## src/rtl/pas_pkg.sv

```systemverilog
package pas_pkg;
  localparam int ADDR_W = 5;
  localparam int WORD_W = 5;
  localparam int MATCH_WORD = 28;

  typedef logic [ADDR_W-1:0] addr_t;
  typedef logic [ADDR_W:0]   addr_ext_t;

  // current address plus one, one bit wider so it cannot wrap
  function automatic addr_ext_t addr_plus_one(input addr_t a);
    return {1'b0, a} + addr_ext_t'(1);
  endfunction

  // next address beyond the configured ceiling
  function automatic logic beyond_limit(input addr_t a, input addr_t lim);
    return addr_plus_one(a) > {1'b0, lim};
  endfunction

  // mirror bit weights
  function automatic addr_t mirror_bits(input addr_t a);
    addr_t r;
    for (int i = 0; i < ADDR_W; i++) r[i] = a[ADDR_W-1-i];
    return r;
  endfunction

  // low bits by equality, top bit by exclusive-or
  function automatic logic frame_equal(input addr_t a, input addr_t b);
    logic lo_eq;
    logic hi_diff;
    lo_eq   = (a[ADDR_W-2:0] == b[ADDR_W-2:0]);
    hi_diff = a[ADDR_W-1] ^ b[ADDR_W-1];
    return lo_eq & ~hi_diff;
  endfunction
endpackage

```

## src/rtl/pas_counter.sv

```systemverilog
module pas_counter
  import pas_pkg::*;
(
  input  logic  clk,
  input  logic  rst_n,
  input  logic  step,
  input  logic  eos,
  input  addr_t limit,
  output addr_t addr,
  output logic  over,
  output logic  wrap_fire,
  output logic  wrap_pend
);
  logic eos_q;
  logic eos_end;
  logic arm_now;
  addr_ext_t nxt;

  assign nxt       = addr_plus_one(addr);
  assign over      = beyond_limit(addr, limit);
  assign eos_end   = eos_q & ~eos;
  assign arm_now   = eos_end & over;
  assign wrap_fire = step & (wrap_pend | arm_now);

  always_ff @(posedge clk) begin
    if (!rst_n) begin
      eos_q     <= 1'b0;
      wrap_pend <= 1'b0;
      addr      <= '0;
    end else begin
      eos_q <= eos;
      if (wrap_fire)    wrap_pend <= 1'b0;
      else if (arm_now) wrap_pend <= 1'b1;
      if (wrap_fire)          addr <= '0;
      else if (step && !over) addr <= nxt[ADDR_W-1:0];
    end
  end


  no_step_hold_chk: assert property (@(posedge clk) disable iff (!rst_n)
    !step |=> $stable(addr));

  step_inc_chk: assert property (@(posedge clk) disable iff (!rst_n)
    (step && !over && !wrap_fire) |=> addr == $past(addr) + addr_t'(1));

  limit_hold_chk: assert property (@(posedge clk) disable iff (!rst_n)
    (step && over && !wrap_fire) |=> $stable(addr));

  wrap_load_chk: assert property (@(posedge clk) disable iff (!rst_n)
    wrap_fire |=> (addr == '0 && !wrap_pend));

  same_cycle_chk: assert property (@(posedge clk) disable iff (!rst_n)
    (step && eos_end && over) |=> addr == '0);
endmodule

```

## src/rtl/pas_mf_cmp.sv

```systemverilog
module pas_mf_cmp
  import pas_pkg::*;
(
  input  logic              clk,
  input  logic              rst_n,
  input  logic [WORD_W-1:0] word_idx,
  input  addr_t             mf_count,
  input  addr_t             addr,
  output logic              match
);
  logic in_slot;
  logic equal_now;

  assign in_slot   = (word_idx == WORD_W'(MATCH_WORD));
  assign equal_now = frame_equal(mf_count, addr);

  always_ff @(posedge clk) begin
    if (!rst_n) match <= 1'b0;
    else        match <= in_slot & equal_now;
  end


  slot_only_chk: assert property (@(posedge clk) disable iff (!rst_n)
    match |-> $past(word_idx) == WORD_W'(MATCH_WORD));

  msb_match_chk: assert property (@(posedge clk) disable iff (!rst_n)
    match |-> $past(mf_count[ADDR_W-1]) == $past(addr[ADDR_W-1]));
endmodule

```

## src/rtl/port_addr_seq.sv

```systemverilog
module port_addr_seq
  import pas_pkg::*;
(
  input  logic              clk,
  input  logic              rst_n,
  input  logic              step,
  input  logic              eos,
  input  logic [WORD_W-1:0] word_idx,
  input  logic [ADDR_W-1:0] mf_count,
  input  logic [ADDR_W-1:0] ports_in_use,
  output logic [ADDR_W-1:0] port_addr,
  output logic [ADDR_W-1:0] ram_addr,
  output logic              mf_match
);
  addr_t addr_w;
  logic  over_w;
  logic  fire_w;
  logic  pend_w;

  pas_counter u_cnt (
    .clk       (clk),
    .rst_n     (rst_n),
    .step      (step),
    .eos       (eos),
    .limit     (ports_in_use),
    .addr      (addr_w),
    .over      (over_w),
    .wrap_fire (fire_w),
    .wrap_pend (pend_w)
  );

  pas_mf_cmp u_cmp (
    .clk      (clk),
    .rst_n    (rst_n),
    .word_idx (word_idx),
    .mf_count (mf_count),
    .addr     (addr_w),
    .match    (mf_match)
  );

  assign port_addr = addr_w;

  for (genvar g = 0; g < ADDR_W; g++) begin : g_mirror
    assign ram_addr[g] = addr_w[ADDR_W-1-g];
  end


  reset_state_chk: assert property (@(posedge clk)
    !rst_n |=> (port_addr == '0 && !mf_match && !pend_w));

  mirror_chk: assert property (@(posedge clk) disable iff (!rst_n)
    ram_addr == mirror_bits(port_addr));

  zero_limit_chk: assert property (@(posedge clk) disable iff (!rst_n)
    (ports_in_use == '0 && port_addr == '0 && !pend_w && !fire_w) |=> port_addr == '0);

  over_flag_chk: assert property (@(posedge clk) disable iff (!rst_n)
    (!fire_w && over_w && step) |=> port_addr <= $past(port_addr));
endmodule

```

## config.mk

```make
export PLATFORM = sky130hd
export DESIGN_NAME = port_addr_seq
export DESIGN_NICKNAME = d
export VERILOG_FILES = /design/src/rtl/pas_pkg.sv /design/src/rtl/pas_counter.sv /design/src/rtl/pas_mf_cmp.sv /design/src/rtl/port_addr_seq.sv
export SDC_FILE = /design/constraint.sdc
export NUM_CORES = 1
export LEC_CHECK = 0
export BUFFER_PORTS_ARGS = -buffer_cell sky130_fd_sc_hd__buf_4
export CORE_MARGIN = 2
export CORE_UTILIZATION = 49
export DETAILED_ROUTE_END_ITERATION = 7
export MAX_ROUTING_LAYER = met4
export PLACE_DENSITY = 0.83
export SYNTH_ARGS = -nofsm -noshare
export SYNTH_HDL_FRONTEND = slang
export SYNTH_SLANG_ARGS = --single-unit
```

## constraint.sdc

```tcl
create_clock -name clk -period 3.44 [get_ports clk]
set_input_delay 0.172 -clock clk [delete_from_list [all_inputs] [get_ports clk]]
set_output_delay 0.172 -clock clk [all_outputs]
set_load 0.1 [all_outputs]
```

==> reports/qor.csv <==
metric;value;unit
status;completed;
synthesized area;671;µm²
number of clock sinks;8;
leading area contributor after synthesis;dfxtp_1;
YS warnings;0;
drc violations;0;
ys async rst share;0;
Yosys reg bits;8;
I/O pin total;30;
antenna violations before repair;0;
Initial Util;0.522;
Longest Clk Path Bufs;2;
GR Util met2;0.324;
post-DR wirelength/cell;13.3;µm
max-slew violations;0;
aggregate global routing overflow;0;
vias per inst;5.80;
GRT met1 Usage;0.285;
number of port buffers;29;
clock skew;7.28;ps
DP HPWL;1250;µm
DIE WIDTH;41.0;µm
Final Hold Fails;0;
Clock Tree Root;clkbuf_4;
crit path kind;reg2reg;
Clk pin slew, worst setup/hold paths;50;ps
row cnt;13;
post-CTS sizing;0;
Area growth, synth to finish;31.9;%
Placer Congestion;0.839;
Worst Path Required;3560;ps
pwr dens;952;nW/µm²
worst-path fanout max;8;
Synth top area share;0.239;
Core Area;1280;µm²
placed instance count;114;
busiest grt layer;met2;
syn_area_per_cell;8.71;µm²
Area contributors post-synth;dfxtp_1 (24%), ha_1 (11%), xor2_1 (9.1%);
layout cells sized above 1;0.382;
TritonCTS Buffers;3;
# setup viols final;0;
Setup TNS Final;0;ps
final critical-path required period;2520;ps
P_leak;0.441;nW
crit share post-route;0.732;
global-route wire length before repair;2330;µm
diode count;0;
Synth Instances;77;
post-route insts no fill;117;
Nets;129;
CTS Hold Bufs;0;
Slew @ Worst Pin;328;ps
Die H;41.0;µm
Hold Path Class;in2reg;
largest net degree at the start of global routing;12;
Worst EP arrival;2640;ps
dominant synthesized flop cell;dfxtp_1;
drt first pass iters;4;
DRT antenna net count;0;
max-cap violations;0;
synth cell count leaders;dfxtp_1 (8), nor3_1 (8), xor2_1 (7);
Slew HR;0.779;
CP Launch Type;flop;
fillers;101;
final instance area;885;µm²
Die ar.;1680;µm²
final WL;1560;µm
f_max;397;MHz
vias in the first global route;527;
maximum VDD drop;0.000684;V
post-synthesis cell type count;29;
global-route usage over all layers;0.223;
Worst-Skew Late Latency;250;ps
met3 GRT Util;0.0978;
Area after DPL;862;µm²
htree depth;1;
Seq/Total Area, Yosys;0.239;
Post-CTS Setup Inserts;0;
CTS tree;done;
Post-synth EDFFs;0;
syn nets;102;
Vias;679;
RSZ-0062 raised after global routing;no;
post-route core utilization;0.688;
Setup crit end kind;flop;
DR iter-0 viols;30;
## path summary, 6_finish.rpt
kind | cells past startpoint | slack (ps) | start | end
max reg2reg | 9 | 920 | u_cnt.addr[0] | u_cnt.addr[0]
min reg2reg | 1 | 570 | u_cnt.wrap_pend | u_cnt.wrap_pend
max | 9 | 920 | u_cnt.addr[0] | u_cnt.addr[0]
min | 2 | 140 | eos | u_cnt.eos_q
## stage by stage
| stage | setup WS, ps | power (W) | hold slack, ps |
|---|---|---|---|
| 6_report | 920 | 0.000842 | 142 |
| 5_1_grt | 780 | 0.000886 | 153 |
| 4_1_cts | 930 | 0.000845 | 137 |
| 3_5_place_dp | 935 | 0.000772 | 398 |
| 3_3_place_gp | 1050 | 0.000761 | 394 |
| 2_1_floorplan | 338 | 0.000671 | 294 |
## power by group
group | switching, W | total, W | internal (W)
combinational | 0.000442 | 0.000612 | 0.000170
clock | 0.0000300 | 0.0000698 | 0.0000398
sequential | 0.0000453 | 0.000161 | 0.000116
total | 0.000517 | 0.000842 | 0.000325
## worst max-delay path: stages (launching register included)
cell	delay (ps)
dfxtp_1	460
ha_1	280
nand3_1	120
xnor2_1	210
ha_1	300
and3_4	200
and3_4	180
a31o_4	240
a32oi_4	310
nor3_1	100
## area by class of cell
| class | count | area, µm² | share of cell area |
|---|---|---|---|
| multi-input combinational | 57 | 447 | 0.505 |
| timing repair buffer | 29 | 218 | 0.246 |
| sequential | 8 | 160 | 0.181 |
| clock buffer | 3 | 22.5 | 0.0255 |
| inverter | 5 | 18.8 | 0.0212 |
| tap | 15 | 18.8 | 0.0212 |
## metal layers
metal | share of wire | up-vias
li1 | - | 323
met3 | 0.094 | 4
met1 | 0.38 | 316
met5 | 0 | -
met4 | 0.016 | 0
met2 | 0.51 | 36
## flip-flops by register name, indices dropped and copies added (netlist names)
signal,count
u_cmp.match,1
u_cnt.eos_q,1
u_cnt.addr,5
u_cnt.wrap_pend,1
## cells by family after synthesis
kind of cell | synth area share
flops | 0.239
buf+inv | 0.0952
fa+ha+maj | 0.112
simple gates | 0.285
compound gates | 0.164
xor+xnor | 0.104
## cells in the final DEF, fill, tap and decap left out, drive strengths merged
cell type  synthesis  routed
buf                5      29
nor3               8       8
dfxtp              8       8
xor2               7       7
ha                 6       6
inv                5       5
a21oi              5       5
nor2               4       4
nand3              4       4
nor2b              3       3
clkbuf             2       3
and3               3       3
nand2              2       2
nand4              2       2
o21ai              2       2
a31oi              2       2
xnor2              1       1
a31o               1       1
a32oi              1       1
nor4b              1       1
nand4b             1       1
nor4               1       1
and2               1       1
nand3b             1       1
o2111a             1       1
Note: power is estimated with default switching activity, not from simulation.
